===== src/rtl/bnd_deser_pkg.sv =====
package bnd_deser_pkg;

    localparam int FRAME_LEN   = 26;
    localparam int WORD_LEN    = 24;
    localparam int USER_LEN    = 22;
    localparam int MAIN_LEN    = 20;
    localparam int STROBE_WAIT = 6;
    localparam int STROBE_LOW  = 13;

    typedef enum logic [1:0] {
        PH_IDLE  = 2'd0,
        PH_ARM   = 2'd1,
        PH_DELAY = 2'd2,
        PH_LOW   = 2'd3
    } ckp_phase_e;

    typedef struct packed {
        logic rise;
        logic fall;
        logic bnd;
    } line_ev_t;

    function automatic int max2(input int a, input int b);
        return (a > b) ? a : b;
    endfunction

endpackage


===== src/rtl/bd_line_sampler.sv =====
module bd_line_sampler
    import bnd_deser_pkg::*;
(
    input  logic     clk,
    input  logic     rst,
    input  logic     sclk_i,
    input  logic     sdat_i,
    output line_ev_t ev_o,
    output logic     dat_o
);

    logic clk_q, clk_qq, dat_q, dat_qq;

    always_ff @(posedge clk) begin
        if (rst) begin
            clk_q  <= 1'b0;
            clk_qq <= 1'b0;
            dat_q  <= 1'b0;
            dat_qq <= 1'b0;
        end else begin
            clk_qq <= clk_q;
            clk_q  <= sclk_i;
            dat_qq <= dat_q;
            dat_q  <= sdat_i;
        end
    end

    always_comb begin
        ev_o.rise = clk_q & ~clk_qq;
        ev_o.fall = ~clk_q & clk_qq;
        ev_o.bnd  = clk_q & clk_qq & (dat_q ^ dat_qq);
    end

    assign dat_o = dat_q;

endmodule


===== src/rtl/bd_word_assembler.sv =====
module bd_word_assembler #(
    parameter int DATA_BITS = 24,
    parameter int USER_BITS = 22,
    parameter int MAIN_BITS = 20
) (
    input  logic                           clk,
    input  logic                           rst,
    input  logic                           rise_i,
    input  logic                           bnd_i,
    input  logic                           dat_i,
    input  logic                           ckp_i,
    output logic                           accept_o,
    output logic [MAIN_BITS-1:0]           par_o,
    output logic [USER_BITS-MAIN_BITS-1:0] aux_o
);

    localparam int SH_W   = DATA_BITS + 1;
    localparam int FILL_W = $clog2(SH_W + 1);

    logic [SH_W-1:0]      sh_q;
    logic [FILL_W-1:0]    fill_q;
    logic                 full;
    logic [USER_BITS-1:0] user_w;
    logic [USER_BITS-1:0] word_q, hold_q;
    logic                 pend_q;

    assign full     = (fill_q == FILL_W'(SH_W));
    assign accept_o = bnd_i & full;

    // Oldest captured bit (position 1) sits at the top of the shift register.
    for (genvar k = 0; k < USER_BITS; k++) begin : g_pick
        assign user_w[k] = sh_q[SH_W-1-k];
    end

    always_ff @(posedge clk) begin
        if (rst) begin
            sh_q   <= '0;
            fill_q <= '0;
        end else if (rise_i) begin
            sh_q <= {sh_q[SH_W-2:0], dat_i};
            if (!full) fill_q <= fill_q + 1'b1;
        end
    end

    always_ff @(posedge clk) begin
        if (rst) begin
            word_q <= '0;
            hold_q <= '0;
            pend_q <= 1'b0;
        end else if (accept_o && ckp_i) begin
            word_q <= user_w;
            pend_q <= 1'b0;
        end else if (accept_o) begin
            hold_q <= user_w;
            pend_q <= 1'b1;
        end else if (pend_q && ckp_i) begin
            word_q <= hold_q;
            pend_q <= 1'b0;
        end
    end

    assign par_o = word_q[MAIN_BITS-1:0];
    assign aux_o = word_q[USER_BITS-1:MAIN_BITS];

    assert_stable_low_R10: assert property (@(posedge clk) disable iff (rst)
        !ckp_i |=> ($stable(par_o) && $stable(aux_o)));

    assert_reset_clear_R7: assert property (@(posedge clk) disable iff (rst)
        $past(rst) |-> (par_o == '0 && aux_o == '0));

endmodule


===== src/rtl/bd_ckp_timer.sv =====
module bd_ckp_timer
    import bnd_deser_pkg::*;
#(
    parameter int CKP_DELAY = 6,
    parameter int CKP_LOW   = 13
) (
    input  logic clk,
    input  logic rst,
    input  logic fall_i,
    input  logic accept_i,
    output logic ckp_o
);

    localparam int CMAX = max2(CKP_DELAY, CKP_LOW);
    localparam int CW   = $clog2(CMAX + 1);

    ckp_phase_e      phase_q;
    logic [CW-1:0]   cnt_q;

    always_ff @(posedge clk) begin
        if (rst) begin
            phase_q <= PH_IDLE;
            cnt_q   <= '0;
            ckp_o   <= 1'b1;
        end else if (accept_i && phase_q != PH_LOW) begin
            phase_q <= PH_ARM;
        end else if (fall_i) begin
            case (phase_q)
                PH_ARM: begin
                    phase_q <= PH_DELAY;
                    cnt_q   <= '0;
                end
                PH_DELAY: begin
                    if (cnt_q == CW'(CKP_DELAY - 1)) begin
                        phase_q <= PH_LOW;
                        cnt_q   <= '0;
                        ckp_o   <= 1'b0;
                    end else begin
                        cnt_q <= cnt_q + 1'b1;
                    end
                end
                PH_LOW: begin
                    if (cnt_q == CW'(CKP_LOW - 1)) begin
                        phase_q <= PH_IDLE;
                        ckp_o   <= 1'b1;
                    end else begin
                        cnt_q <= cnt_q + 1'b1;
                    end
                end
                default: ;
            endcase
        end
    end

    assert_ckp_on_fall_R4: assert property (@(posedge clk) disable iff (rst)
        (ckp_o != $past(ckp_o)) |-> $past(fall_i));

    assert_low_kept_R11: assert property (@(posedge clk) disable iff (rst)
        (accept_i && !ckp_o) |=> !ckp_o);

endmodule


===== src/rtl/bd_align_monitor.sv =====
module bd_align_monitor #(
    parameter int LOSS_LIMIT = 52
) (
    input  logic clk,
    input  logic rst,
    input  logic fall_i,
    input  logic bnd_i,
    output logic loss_o
);

    localparam int LW = $clog2(LOSS_LIMIT + 2);

    logic [LW-1:0] gap_q;

    always_ff @(posedge clk) begin
        if (rst) begin
            gap_q  <= '0;
            loss_o <= 1'b0;
        end else if (bnd_i) begin
            gap_q  <= '0;
            loss_o <= 1'b0;
        end else if (fall_i) begin
            if (gap_q != LW'(LOSS_LIMIT + 1)) gap_q <= gap_q + 1'b1;
            if (gap_q >= LW'(LOSS_LIMIT)) loss_o <= 1'b1;
        end
    end

    assert_loss_clear_R9: assert property (@(posedge clk) disable iff (rst)
        bnd_i |=> !loss_o);

    assert_loss_on_fall_R9: assert property (@(posedge clk) disable iff (rst)
        $rose(loss_o) |-> $past(fall_i));

endmodule


===== src/rtl/bnd_deser.sv =====
module bnd_deser
    import bnd_deser_pkg::*;
#(
    parameter int FRAME_BITS = FRAME_LEN,
    parameter int DATA_BITS  = WORD_LEN,
    parameter int USER_BITS  = USER_LEN,
    parameter int MAIN_BITS  = MAIN_LEN,
    parameter int CKP_DELAY  = STROBE_WAIT,
    parameter int CKP_LOW    = STROBE_LOW
) (
    input  logic                           clk,
    input  logic                           rst,
    input  logic                           sclk_i,
    input  logic                           sdat_i,
    output logic [MAIN_BITS-1:0]           par_o,
    output logic [USER_BITS-MAIN_BITS-1:0] aux_o,
    output logic                           ckp_o,
    output logic                           loss_o
);

    localparam int LOSS_LIMIT = 2 * FRAME_BITS;

    line_ev_t ev;
    logic     dat;
    logic     accept;

    bd_line_sampler u_samp (
        .clk    (clk),
        .rst    (rst),
        .sclk_i (sclk_i),
        .sdat_i (sdat_i),
        .ev_o   (ev),
        .dat_o  (dat)
    );

    bd_word_assembler #(
        .DATA_BITS (DATA_BITS),
        .USER_BITS (USER_BITS),
        .MAIN_BITS (MAIN_BITS)
    ) u_asm (
        .clk      (clk),
        .rst      (rst),
        .rise_i   (ev.rise),
        .bnd_i    (ev.bnd),
        .dat_i    (dat),
        .ckp_i    (ckp_o),
        .accept_o (accept),
        .par_o    (par_o),
        .aux_o    (aux_o)
    );

    bd_ckp_timer #(
        .CKP_DELAY (CKP_DELAY),
        .CKP_LOW   (CKP_LOW)
    ) u_tmr (
        .clk      (clk),
        .rst      (rst),
        .fall_i   (ev.fall),
        .accept_i (accept),
        .ckp_o    (ckp_o)
    );

    bd_align_monitor #(
        .LOSS_LIMIT (LOSS_LIMIT)
    ) u_mon (
        .clk    (clk),
        .rst    (rst),
        .fall_i (ev.fall),
        .bnd_i  (ev.bnd),
        .loss_o (loss_o)
    );

endmodule


===== config.mk =====
export PLATFORM = sky130hd
export DESIGN_NAME = bnd_deser
export DESIGN_NICKNAME = d
export VERILOG_FILES = /design/src/rtl/bnd_deser_pkg.sv /design/src/rtl/bd_line_sampler.sv /design/src/rtl/bd_word_assembler.sv /design/src/rtl/bd_ckp_timer.sv /design/src/rtl/bd_align_monitor.sv /design/src/rtl/bnd_deser.sv
export SDC_FILE = /design/constraint.sdc
export NUM_CORES = 1
export LEC_CHECK = 0
export BUFFER_PORTS_ARGS = -buffer_cell sky130_fd_sc_hd__buf_2
export CAP_MARGIN = 40
export CORE_MARGIN = 3
export CORE_UTILIZATION = 42
export CTS_CLUSTER_DIAMETER = 100
export DETAILED_ROUTE_END_ITERATION = 7
export SYNTH_ARGS = -nofsm -noshare
export SYNTH_HDL_FRONTEND = slang
export SYNTH_SLANG_ARGS = --single-unit

===== constraint.sdc =====
create_clock -name clk -period 2.9 [get_ports clk]
set_input_delay 0.145 -clock clk [delete_from_list [all_inputs] [get_ports clk]]
set_output_delay 0.145 -clock clk [all_outputs]
set_load 0.02 [all_outputs]

* Word-level counts from Yosys, hierarchy flattened *
Index checks and enable logic that the tools add are counted.

word-level totals
  register bits after elaboration = 93
  bits in latches = 0
  memory bits (writable) = 0
  memory bits (read-only) = 0
  bits of input ports = 4
  word-level logic and storage cells = 81
  memories kept = 0

operators by class
  add/sub/neg operators = 3
  multiply operators = 0
  div/mod/pow operators = 0
  $lt $le $gt $ge = 1
  equal/unequal tests = 14
  shift-type cells = 0
  multiplexer cells = 16
  bitwise operators = 11
  reductions and logical operators = 21

operator list
  kind                                           number
  two-way mux 22 bit                             3
  case mux 4 bit (3 select lines)                1
  AND reduction 4 bit                            3
  AND reduction 2 bit                            5
  two-way mux 4 bit                              2
  nonzero test 2 bit                             4
  adder 6 x 1 -> 6 bit, second input constant    1
  >= comparator 6 bit, second input constant     1
  two-way mux 1 bit                              6
  != test 2 bit, second input constant           3
  != test 3 x 1 -> 1 bit, second input constant  2
  != test 6 bit, second input constant           1
  case mux 2 bit (3 select lines)                1
  OR reduction 2 bit                             3
  adder 5 x 1 -> 5 bit, second input constant    1
  bitwise AND 1 bit                              5
  == test 5 bit, second input constant           1
  inverter 1 bit                                 5
  AND reduction 5 bit                            1
  adder 4 x 1 -> 4 bit, second input constant    1
  == test 2 bit, second input constant           2
  == test 4 x 3 -> 1 bit, second input constant  1
  == test 4 bit, second input constant           1
  two-way mux 2 bit                              2
  7 further kinds                                10

* Logic depth before layout (Yosys ltp) *
  word-level depth = 6
  gate-level depth with buffers = 7
  gate-level depth less buffers = 6

* Hierarchy *
From an unflattened synthesis, not the netlist that was laid out.

second synthesis, totals
  cell total of the unflattened synthesis = 461
  area, all modules = 4290.4 um2

by module, submodules not included
  module             times used  cells an instance  area each (um2)  seq. area each (um2)
  bd_word_assembler  1           351                3301.9           1501.4
  bd_ckp_timer       1           55                 488.0            140.1
  bd_align_monitor   1           43                 367.9            140.1
  bd_line_sampler    1           12                 132.6            80.1

* Worst setup path before layout *
Ideal clock, no wire load.

  path type = flip-flop to flip-flop
  start = register u_asm.fill_q[0]
  end = register u_asm.word_q[10]
  arrival = 1699 ps
  data required time = 2813 ps
  setup slack = 1114 ps
  cell stages (with the launch flop) = 7
  path buffers = 1
  period minus slack after synthesis = 1786 ps
  cells stage by stage = dfxtp_1 > ha_1 > nand4b_4 > nor3_4 > o21ai_2 > buf_4 > a221oi_2

between the ends
  word-level cells in the longest chain between the ends = 5
  elaborated cells between the ends (all ways) = 7
  classes of those cells = 2 x eq/ne; 1 x mux; 1 x bitwise; 3 x reduce/logical

ends and longest elaborated chain
  what                                                                         RTL line                 source
  start: declaration                                                           bd_word_assembler.sv:21  logic [FILL_W-1:0] fill_q;
  start signal: assignment                                                     bd_word_assembler.sv:41  if (!full) fill_q <= fill_q + 1'b1;
  == test 5 bit *                                                              bd_word_assembler.sv:27  assign full = (fill_q == FILL_W'(SH_W));
  bitwise AND 1 bit *                                                          bd_word_assembler.sv:28  assign accept_o = bnd_i & full;
  logical AND 1 bit                                                            bd_word_assembler.sv:50  end else if (accept_o && ckp_i) begin
  != test 2 bit (no source line) / nonzero test 2 bit (equally long branches)  n/a
  AND reduction 2 bit (no source line)                                         n/a
  end signal: assignment                                                       bd_word_assembler.sv:51  word_q <= user_w;
  end signal: assignment                                                       bd_word_assembler.sv:57  word_q <= hold_q;
  end: declaration                                                             bd_word_assembler.sv:24  logic [USER_BITS-1:0] word_q, hold_q;

Every way passes the cells marked *; elsewhere a longest branch is shown, timed or not.
A chain may end at the register's enable or synchronous reset.

* Worst setup path in the final report *
  start = register u_tmr.phase_q[1]
  end = register u_tmr.cnt_q[0]

between the ends
  word-level cells in the longest chain between the ends = 4
  elaborated cells between the ends (all ways) = 10
  classes of those cells = 5 x eq/ne; 1 x mux; 1 x bitwise; 3 x reduce/logical

ends and longest elaborated chain
  what                                                                         RTL line            source
  start: declaration                                                           bd_ckp_timer.sv:17  ckp_phase_e phase_q;
  start signal: assignment                                                     bd_ckp_timer.sv:22  phase_q <= PH_IDLE;
  start signal: assignment                                                     bd_ckp_timer.sv:26  phase_q <= PH_ARM;
  start signal: assignment                                                     bd_ckp_timer.sv:30  phase_q <= PH_DELAY;
  parallel branches: the longest is 4 deep, another holds AND reduction 4 bit  n/a
  end signal: assignment                                                       bd_ckp_timer.sv:39  cnt_q <= cnt_q + 1'b1;
  end signal: assignment                                                       bd_ckp_timer.sv:47  cnt_q <= cnt_q + 1'b1;
  end: declaration                                                             bd_ckp_timer.sv:18  logic [CW-1:0] cnt_q;

Several ways; the timed one is not identified.

==> impl_metrics.yaml <==
drt:
  vias_per_cell: 5.04
  ant_nets: 0
  routed_wl_mm: 7.90
  post-route-drc-count: 0
  wl_per_cell_microns: 13.5
  vias: 2956
  first_pass_iters: 4
  drt_iter0_drc: 92
cts:
  clk_pin_slew_ns: 0.08
  cts_setup_buffers: 0
  clockBufferDepth: 2
  cts_tree: "built"
  cts-buffers-inserted: 9
  insertion_delay_ns: 0.35
  cts_sinks: 93
  htreeDepth: 3
  cts_root_buffer: "clkbuf_8"
place:
  dpl.hpwl_mm: 4.91
  portBuffers: 27
  placed_area_sq_um: 4370
  gp_congestion: 0.797
  place_inst: 571
synthesis:
  synth_area_sq_um: 4120
  synth_enable_flop_cells: 0
  ys.flop_type: "dfxtp_1"
  yosys_warnings: 0
  seq_area_frac_synth: 0.452
  avgSynthCellArea_sq_um: 9.52
  synthCells: 433
  synth-seq-cells: 93
  synth_nets: 448
  ys_types: 37
  async_flop_share: 0
setup_path:
  crit_family: "simple AND/OR/NAND/NOR gates"
  crit_arrival_ns: 2.20
  critPathCaptureType: "register"
  critPathLaunchType: "register"
  crit_required_ns: 3.15
  worstSetupPathType: "reg2reg"
  crit_buf_inv: 1
  r2r_start: "u_tmr.phase_q[1]"
  startpoint: "u_tmr.phase_q[1]"
  crit_chain: "inv_1 -> ha_1 -> nor3b_1 -> nand2_1 -> xnor2_1 -> and2_1"
  cpPeakStageDelay_ns: 0.62
  slowest_stage: "nor3b_1"
  path_max_fanout: 7
timing:
  fmaxAchievable_ghz: 0.513
  hold_violations: 0
  finalSetupViolCount: 0
  fin_tns_setup_ns: 0
  min_period_over_period: 0.672
  max-slew-margin-rel: 0.484
  drv_slew: 0
  fin_crit_ns: 1.95
  tightest_slew_ns: 0.771
  rsz0062_at_grt: "no"
  fin_skew_ns: 0.00464
die:
  die_w_microns: 105
  fp-row-count: 35
  io_pins: 28
  core-area_sq_um: 9370
  die_h_microns: 105
  die_area_sq_um: 11000
  start_util: 0.440
status:
  status: "complete, no violations"
final_layout:
  fillCellCount: 946
  layout_common_cells: "dfxtp_1, nand2_1, mux2i_1"
  final_area_sq_um: 4550
  drive_gt1_frac: 0.164
  seqCellArea_sq_um: 1860
  post-route-util: 0.485
  final_cells: 586
  final_nets: 469
  area_growth_pct: 10.4
  final_common_cell: "dfxtp_1"
  multi_input_area_sq_um: 2020
  antenna_cells: 0
global_route:
  grt_max_degree: 53
  grt_pass1_vias: 2917
  antenna_found_initial: 0
  grt.overflow.total: 0
  grt_pass1_wl_mm: 13.7
  track_usage: 0.149
pwr:
  power_density_nw_per_um2: 465
  total_power_mw: 2.12
  ir_worst_vdd_v: 0.000236
  p_leak_nw: 1.58
hold_path:
  hp-start: "sclk_i"
  holdCritPathClass: "in2reg"
job:
  cap_violations: 0
layout make-up:
class,count,share of cell area
clock inverter,2,0.00220
timing repair buffer,38,0.0512
tap,129,0.0355
sequential,93,0.409
multi-input combinational,283,0.444
clock buffer,12,0.0341
inverter,29,0.0239
final timing paths:
kind,to,slack (ns),cells past startpoint
min reg2reg,u_asm.word_q[4],0.46,2
max,u_tmr.cnt_q[0],0.95,6
min,u_samp.clk_q,0.03,2
max reg2reg,u_tmr.cnt_q[0],0.95,6
cell families after synthesis:
group | Yosys count | synth area share
flops | 93 | 0.452
buf+inv | 57 | 0.0592
simple gates | 148 | 0.179
mux | 45 | 0.109
xor+xnor | 13 | 0.0276
fa+ha+maj | 11 | 0.0334
compound gates | 66 | 0.140
synthesized netlist by cell type (all sizes together) (2+ instances only):
master	number	area (sq um)
nand2b	23	144
and2	3	18.8
o311a	2	20.0
buf	9	63.8
nor3b	2	15.0
nand4	6	37.5
nor2b	6	37.5
ha	11	138
nor3	3	26.3
xor2	6	52.6
xnor2	7	61.3
inv	29	109
nand3	3	15.0
clkbuf	19	71.3
a21oi	33	165
nor2	38	143
a221oi	23	320
and3	4	25.0
nand2	55	206
mux2i	45	450
nor4	2	27.5
o21bai	2	15.0
dfxtp	93	1860
registers in the layout, indices dropped and copies added, names as in the netlist:
name,flops
u_asm.sh_q,25
u_asm.hold_q,22
u_asm.word_q,22
u_mon.gap_q,6
u_asm.fill_q,5
u_tmr.cnt_q,4
u_tmr.phase_q,2
u_asm.pend_q,1
u_mon.loss_o,1
u_samp.clk_q,1
u_samp.clk_qq,1
u_samp.dat_o,1
u_samp.dat_qq,1
u_tmr.ckp_o,1
power breakdown:
group | switching (mW) | internal, mW
registers | 0.00645 | 1.28
logic | 0.0480 | 0.0197
clock network | 0.413 | 0.347
total | 0.467 | 1.65
metrics by stage:
| step | setup WS [ns] | hold WS (ns) |
|---|---|---|
| floorplan | 1.11 | 0.273 |
| global placement | 1.03 | 0.363 |
| detailed placement | 0.984 | 0.368 |
| CTS | 0.949 | 0.0145 |
| global route | 0.791 | 0.0421 |
| finish | 0.950 | 0.0316 |
what timing repair did:
| action | in CTS | in global routing |
|---|---|---|
| hold buffers | 1 | 0 |
| endpoints found under the hold margin | 1 | 0 |
| endpoints found under the setup margin | 0 | 0 |
| gates resized for setup | 0 | 0 |
routing by layer:
layer  share of wire  track usage  vias to the layer above
met3           0.038       0.0426                        8
met1            0.49        0.191                     1398
met4          0.0091       0.0337                        0
met5               0            0                        -
li1                -            -                     1511
met2            0.46        0.249                       39
Note: power is estimated with default switching activity, not from simulation.
